==> config.mk <==
export PLATFORM = sky130hd
export DESIGN_NAME = isr_sequencer
export DESIGN_NICKNAME = d
export VERILOG_FILES = /design/src/rtl/isr_seq_pkg.sv /design/src/rtl/isr_req_gate.sv /design/src/rtl/isr_ctx_store.sv /design/src/rtl/isr_sequencer.sv
export SDC_FILE = /design/constraint.sdc
export NUM_CORES = 1
export LEC_CHECK = 0
export CORE_MARGIN = 3
export CORE_UTILIZATION = 46
export DETAILED_ROUTE_END_ITERATION = 6
export PLACE_DENSITY_LB_ADDON = 0.3
export SYNTH_ARGS = -nofsm -noshare
export SYNTH_HDL_FRONTEND = slang
export SYNTH_SLANG_ARGS = --single-unit
==> constraint.sdc <==
create_clock -name clk -period 1.73 [get_ports clk]
set_input_delay 0.173 -clock clk [delete_from_list [all_inputs] [get_ports clk]]
set_output_delay 0.173 -clock clk [all_outputs]
set_load 0.005 [all_outputs]
==> src/rtl/isr_seq_pkg.sv <==
package isr_seq_pkg;
    typedef enum logic [1:0] {
        ACT_IDLE   = 2'd0,
        ACT_WAKE   = 2'd1,
        ACT_ENTER  = 2'd2,
        ACT_RETURN = 2'd3
    } seq_act_e;
endpackage

==> src/rtl/isr_req_gate.sv <==
module isr_req_gate #(
    parameter int EXT_W = 8
) (
    input  logic             clk,
    input  logic             rst_n,
    input  logic             tmr_req_i,
    input  logic             tmr_en_i,
    input  logic [EXT_W-1:0] ext_pend_i,
    input  logic             accept_i,
    output logic             tmr_fire_o,
    output logic             ext_any_o
);
    typedef struct packed {
        logic hold;
    } gate_t;

    gate_t r_q, r_d;

    always_comb begin
        r_d        = r_q;
        r_d.hold   = (r_q.hold | tmr_req_i) & ~accept_i;
        tmr_fire_o = (r_q.hold | tmr_req_i) & tmr_en_i;
        ext_any_o  = |ext_pend_i;
    end

    always_ff @(posedge clk) begin
        if (!rst_n) r_q <= '0;
        else        r_q <= r_d;
    end

    AST_TMR_HELD: assert property (@(posedge clk) disable iff (!rst_n)
        ($past(tmr_req_i) && !$past(accept_i)) |-> r_q.hold);
endmodule

==> src/rtl/isr_ctx_store.sv <==
module isr_ctx_store #(
    parameter int PC_W = 11,
    parameter int DW   = 8
) (
    input  logic            clk,
    input  logic            rst_n,
    input  logic            save_i,
    input  logic [PC_W-1:0] pc_i,
    input  logic [DW-1:0]   fsr_i,
    input  logic [DW-1:0]   stat_i,
    input  logic [DW-1:0]   w_i,
    output logic [PC_W-1:0] stk_pc_o,
    output logic [DW-1:0]   sh_fsr_o,
    output logic [DW-1:0]   sh_stat_o,
    output logic [DW-1:0]   sh_w_o
);
    typedef struct packed {
        logic [PC_W-1:0] pc;
        logic [DW-1:0]   fsr;
        logic [DW-1:0]   stat;
        logic [DW-1:0]   w;
    } ctx_t;

    ctx_t c_q, c_d;

    always_comb begin
        c_d = c_q;
        if (save_i) begin
            c_d.pc   = pc_i;
            c_d.fsr  = fsr_i;
            c_d.stat = stat_i;
            c_d.w    = w_i;
        end
        stk_pc_o  = c_q.pc;
        sh_fsr_o  = c_q.fsr;
        sh_stat_o = c_q.stat;
        sh_w_o    = c_q.w;
    end

    always_ff @(posedge clk) begin
        if (!rst_n) c_q <= '0;
        else        c_q <= c_d;
    end

    AST_SAVE_TAKES_PC: assert property (@(posedge clk) disable iff (!rst_n)
        $past(save_i) |-> (c_q.pc == $past(pc_i)));
endmodule

==> src/rtl/isr_sequencer.sv <==
module isr_sequencer #(
    parameter int PC_W  = 11,
    parameter int DW    = 8,
    parameter int EXT_W = 8
) (
    input  logic             clk,
    input  logic             rst_n,
    input  logic             tmr_req_i,
    input  logic             tmr_en_i,
    input  logic [EXT_W-1:0] ext_pend_i,
    input  logic [PC_W-1:0]  pc_i,
    input  logic [DW-1:0]    fsr_i,
    input  logic [DW-1:0]    stat_i,
    input  logic [DW-1:0]    w_i,
    input  logic             ret_i,
    input  logic             ret_add_i,
    input  logic             wake_i,
    output logic             pc_load_o,
    output logic [PC_W-1:0]  pc_o,
    output logic             regs_load_o,
    output logic [DW-1:0]    fsr_o,
    output logic [DW-1:0]    stat_o,
    output logic [DW-1:0]    w_o,
    output logic             tmr_add_o,
    output logic [DW-1:0]    tmr_add_val_o,
    output logic             masked_o
);
    import isr_seq_pkg::*;

    localparam logic [PC_W-1:0] VEC_ADDR  = '0;
    localparam logic [PC_W-1:0] WAKE_ADDR = '1;

    typedef struct packed {
        logic            in_isr;
        logic            pc_load;
        logic [PC_W-1:0] pc;
        logic            regs_load;
        logic [DW-1:0]   fsr;
        logic [DW-1:0]   stat;
        logic [DW-1:0]   w;
        logic            add;
        logic [DW-1:0]   add_val;
    } seq_t;

    seq_t s_q, s_d;
    seq_act_e act;

    logic            tmr_fire, ext_any, accept;
    logic [PC_W-1:0] stk_pc;
    logic [DW-1:0]   sh_fsr, sh_stat, sh_w;

    assign accept = (act == ACT_ENTER) || (act == ACT_WAKE);

    isr_req_gate #(.EXT_W(EXT_W)) u_gate (
        .clk        (clk),
        .rst_n      (rst_n),
        .tmr_req_i  (tmr_req_i),
        .tmr_en_i   (tmr_en_i),
        .ext_pend_i (ext_pend_i),
        .accept_i   (accept),
        .tmr_fire_o (tmr_fire),
        .ext_any_o  (ext_any)
    );

    isr_ctx_store #(.PC_W(PC_W), .DW(DW)) u_ctx (
        .clk       (clk),
        .rst_n     (rst_n),
        .save_i    (act == ACT_ENTER),
        .pc_i      (pc_i),
        .fsr_i     (fsr_i),
        .stat_i    (stat_i),
        .w_i       (w_i),
        .stk_pc_o  (stk_pc),
        .sh_fsr_o  (sh_fsr),
        .sh_stat_o (sh_stat),
        .sh_w_o    (sh_w)
    );

    // Action select: wakeup first, then entry when unmasked, then return when masked.
    always_comb begin
        if (wake_i)
            act = ACT_WAKE;
        else if (!s_q.in_isr && (tmr_fire || ext_any))
            act = ACT_ENTER;
        else if (s_q.in_isr && (ret_i || ret_add_i))
            act = ACT_RETURN;
        else
            act = ACT_IDLE;
    end

    always_comb begin
        s_d           = s_q;
        s_d.pc_load   = 1'b0;
        s_d.regs_load = 1'b0;
        s_d.add       = 1'b0;
        unique case (act)
            ACT_WAKE: begin
                s_d.pc_load = 1'b1;
                s_d.pc      = WAKE_ADDR;
                s_d.in_isr  = 1'b0;
            end
            ACT_ENTER: begin
                s_d.pc_load = 1'b1;
                s_d.pc      = VEC_ADDR;
                s_d.in_isr  = 1'b1;
            end
            ACT_RETURN: begin
                s_d.pc_load   = 1'b1;
                s_d.regs_load = 1'b1;
                s_d.fsr       = sh_fsr;
                s_d.stat      = sh_stat;
                s_d.w         = sh_w;
                s_d.add       = ret_add_i;
                s_d.add_val   = w_i;
                if (ext_any) begin
                    s_d.pc     = VEC_ADDR;
                    s_d.in_isr = 1'b1;
                end else begin
                    s_d.pc     = stk_pc;
                    s_d.in_isr = 1'b0;
                end
            end
            default: ;
        endcase
    end

    always_ff @(posedge clk) begin
        if (!rst_n) s_q <= '0;
        else        s_q <= s_d;
    end

    assign pc_load_o     = s_q.pc_load;
    assign pc_o          = s_q.pc;
    assign regs_load_o   = s_q.regs_load;
    assign fsr_o         = s_q.fsr;
    assign stat_o        = s_q.stat;
    assign w_o           = s_q.w;
    assign tmr_add_o     = s_q.add;
    assign tmr_add_val_o = s_q.add_val;
    assign masked_o      = s_q.in_isr;

    AST_ENTRY_VECTOR: assert property (@(posedge clk) disable iff (!rst_n)
        $rose(s_q.in_isr) |-> (s_q.pc_load && s_q.pc == VEC_ADDR));
    AST_MASKED_NO_ENTRY: assert property (@(posedge clk) disable iff (!rst_n)
        (s_q.in_isr && $past(s_q.in_isr) && s_q.pc_load) |-> $past(ret_i || ret_add_i));
    AST_ADD_FROM_RET: assert property (@(posedge clk) disable iff (!rst_n)
        s_q.add |-> $past(ret_add_i && s_q.in_isr));
    AST_WAKE_TOP: assert property (@(posedge clk) disable iff (!rst_n)
        $past(wake_i) |-> (s_q.pc_load && s_q.pc == WAKE_ADDR && !s_q.in_isr));
    AST_UNMASK_RESTORES: assert property (@(posedge clk) disable iff (!rst_n)
        ($fell(s_q.in_isr) && !$past(wake_i)) |-> s_q.regs_load);
endmodule

==> out/metrics.yaml <==
gr-total-overflow: 0
syn-num-nets: 407
critPathRequiredTime_ns: 2.02
cts_sinks: 83
synth.cell_area_sq_mm: 0.00310
critPathArrivalTime_ns: 1.86
regArea_sq_mm: 0.00166
num_io_pins: 97
synth.ff_latch_count: 83
synth_warnings: 0
hold_buffers: 0
max_cap_viol_count: 0
maxSlewHeadroom: 0.669
cellPowerDensity_mw_per_mm2: 893
start_util: 0.482
ir_worst_vdd_mv: 0.572
cts_tree: "done"
antenna_found_initial: 0
max_freq_mhz: 637
setup_viol: 0
clk_latency_ns: 0.35
yosysTopAreaCell: "dfxtp_1"
ctsLongestPathBuffers: 2
die-area_sq_mm: 0.00776
num_vias: 2729
critical_path.endpoint_type: "flip-flop"
synth_cell_types: 24
die-height_um: 88.1
netlist.area_leader.share: 0.536
drive_above_1_share: 0.0752
root_buffer: "clkbuf_8"
cts_inserted_buffers: 9
first_iter_violations: 131
min_period_over_period: 0.908
grt_setup_unrepaired: "no"
worstPathMaxFanout: 11
core_sq_mm: 0.00642
postCtsSetupBuffers: 0
finClkSkew_ns: 0.00913
grt_start_max_net_pins: 47
multi_input_area_sq_mm: 0.00132
row_count: 29
grt.total_usage: 0.191
grt_pass1_wl_mm: 11.6
wl_per_cell_um: 13.6
synth_area_leaders: "dfxtp_1, nand2_1, a21boi_0"
wirelength_mm: 7.20
grt_pass1_vias: 2520
io_buffers: 96
routabilityCongestion: 0.732
worstHoldPathType: "in2reg"
path_clk_slew_ns: 0.08
num-fill-cells: 510
synthCells: 357
route.detailed.drc: 0
area_growth_pct: 41.6
stdcell_count: 529
synth.yosys.seq_area_share: 0.536
cellLeakagePower_nw: 1.56
htreeDepth: 3
path_class: "reg2reg"
post_cts_resized: 0
power_mw: 3.91
finalCriticalPeriod_ns: 1.57
dp.cells: 513
syn_avg_cell_area_sq_um: 8.68
tightestPinTransition_ns: 0.497
start_kind: "flip-flop"
viasPerCell: 5.16
slew_violations: 0
ant_nets: 0
fp.dieW_um: 88.1
layout.nets: 497
first_pass_iters: 4
status: "completed"
antenna_cells: 0
dp.final_hpwl_mm: 4.89
finalHoldViolCount: 0
through the flow:
| stage | area, sq um | setup slack (ns) | util | hold WS [ns] | setup TNS, ns |
|---|---|---|---|---|---|
| final | 4390 | 0.159 | 0.683 | 0.232 | 0 |
| after global routing | 4390 | 0.0500 | 0.683 | 0.242 | 0 |
| after detailed placement | 4170 | -0.306 | 0.649 | 0.444 | -4.63 |
| after CTS | 4380 | 0.0112 | 0.682 | 0.216 | 0 |
| after global placement | 4170 | -0.226 | 0.649 | 0.437 | -2.95 |
| after floorplan | 3100 | 0.372 | - | 0.303 | 0 |
logic make-up after synthesis:
logic type,synth area share
buffers and inverters,0.0440
DFF,0.536
and+or+nand+nor,0.233
AOI/OAI and AO/OA,0.186
metal layers:
| layer | routed length [um] | vias to the layer above | global-route usage | part of all wire |
|---|---|---|---|---|
| li1 | - | 1390 | - | - |
| met1 | 3050 | 1260 | 0.232 | 0.42 |
| met2 | 3610 | 71 | 0.319 | 0.50 |
| met3 | 455 | 8 | 0.0621 | 0.063 |
| met4 | 78 | 0 | 0.0687 | 0.011 |
| met5 | 0 | - | 0 | 0 |
worst max-delay path, stage by stage (launching register included):
cell     delay (ns)
dfxtp_1        0.32
o21ai_1        0.28
a31oi_1        0.21
nor3b_4        0.48
a221o_1        0.24
power breakdown:
group          leakage (nW)  switching, mW  total, mW  internal (mW)
Clock                 0.103          0.658       1.47          0.809
Sequential            0.679         0.0414       2.03           1.99
Combinational         0.776          0.177      0.414          0.236
sequential cells by signal, summed over array words and instances (netlist names):
| name | flops |
|---|---|
| pc_o | 11 |
| u_ctx.stk_pc_o | 11 |
| fsr_o | 8 |
| stat_o | 8 |
| tmr_add_val_o | 8 |
| u_ctx.sh_fsr_o | 8 |
| u_ctx.sh_stat_o | 8 |
| u_ctx.sh_w_o | 8 |
| w_o | 8 |
| masked_o | 1 |
| pc_load_o | 1 |
| regs_load_o | 1 |
| tmr_add_o | 1 |
| u_gate.r_q | 1 |
worst paths after layout:
path                                                   start                             end  slack [ns]  cells past startpoint
worst max-delay path                   u_gate.r_q$_SDFF_PN0_            pc_o[0]$_SDFFE_PN0P_        0.16                      4
worst min-delay path                                   rst_n  u_ctx.stk_pc_o[9]$_SDFFE_PN0N_        0.23                      3
worst max register to register         u_gate.r_q$_SDFF_PN0_            pc_o[0]$_SDFFE_PN0P_        0.16                      4
worst min register to register  u_ctx.sh_w_o[0]$_SDFFE_PN0N_    u_ctx.sh_w_o[0]$_SDFFE_PN0N_        0.45                      2
layout by cell type (no fill, tap or decap), drive strengths merged, types with 2 or more instances in the layout:
master          n
a21boi         32
and3            2
a31oi           2
nand2          99
dfxtp          83
nor2            2
nand3          35
inv             2
clkbuf         11
clkinv          2
o21ai          38
and2           13
buf            14
bufinv          2
a221o          11
clkdlybuf4s50  95
nor4            2
cells in the mapped netlist:
master / instances
nor3b_2: 1
buf_2: 10
nand3_1: 35
a21boi_0: 32
buf_1: 3
a221o_1: 11
a311oi_2: 1
and3_1: 2
or2_2: 1
inv_1: 2
and2_1: 13
o21ai_1: 9
clkbuf_1: 16
nor2_1: 1
nor3_1: 1
dfxtp_1: 83
o21ai_0: 29
nor4_4: 2
buf_4: 1
o31a_1: 1
nand2_1: 99
nand2b_1: 1
a31oi_1: 2
nor2_2: 1
cell type report:
type / count / area share
Tap cell: 77 / 0.0220
Clock inverter: 5 / 0.0177
Inverter: 2 / 0.00171
Timing Repair Buffer: 109 / 0.249
Sequential cell: 83 / 0.379
Multi-Input combinational cell: 242 / 0.300
Clock buffer: 11 / 0.0300
Power figures use the tool's default switching activity.
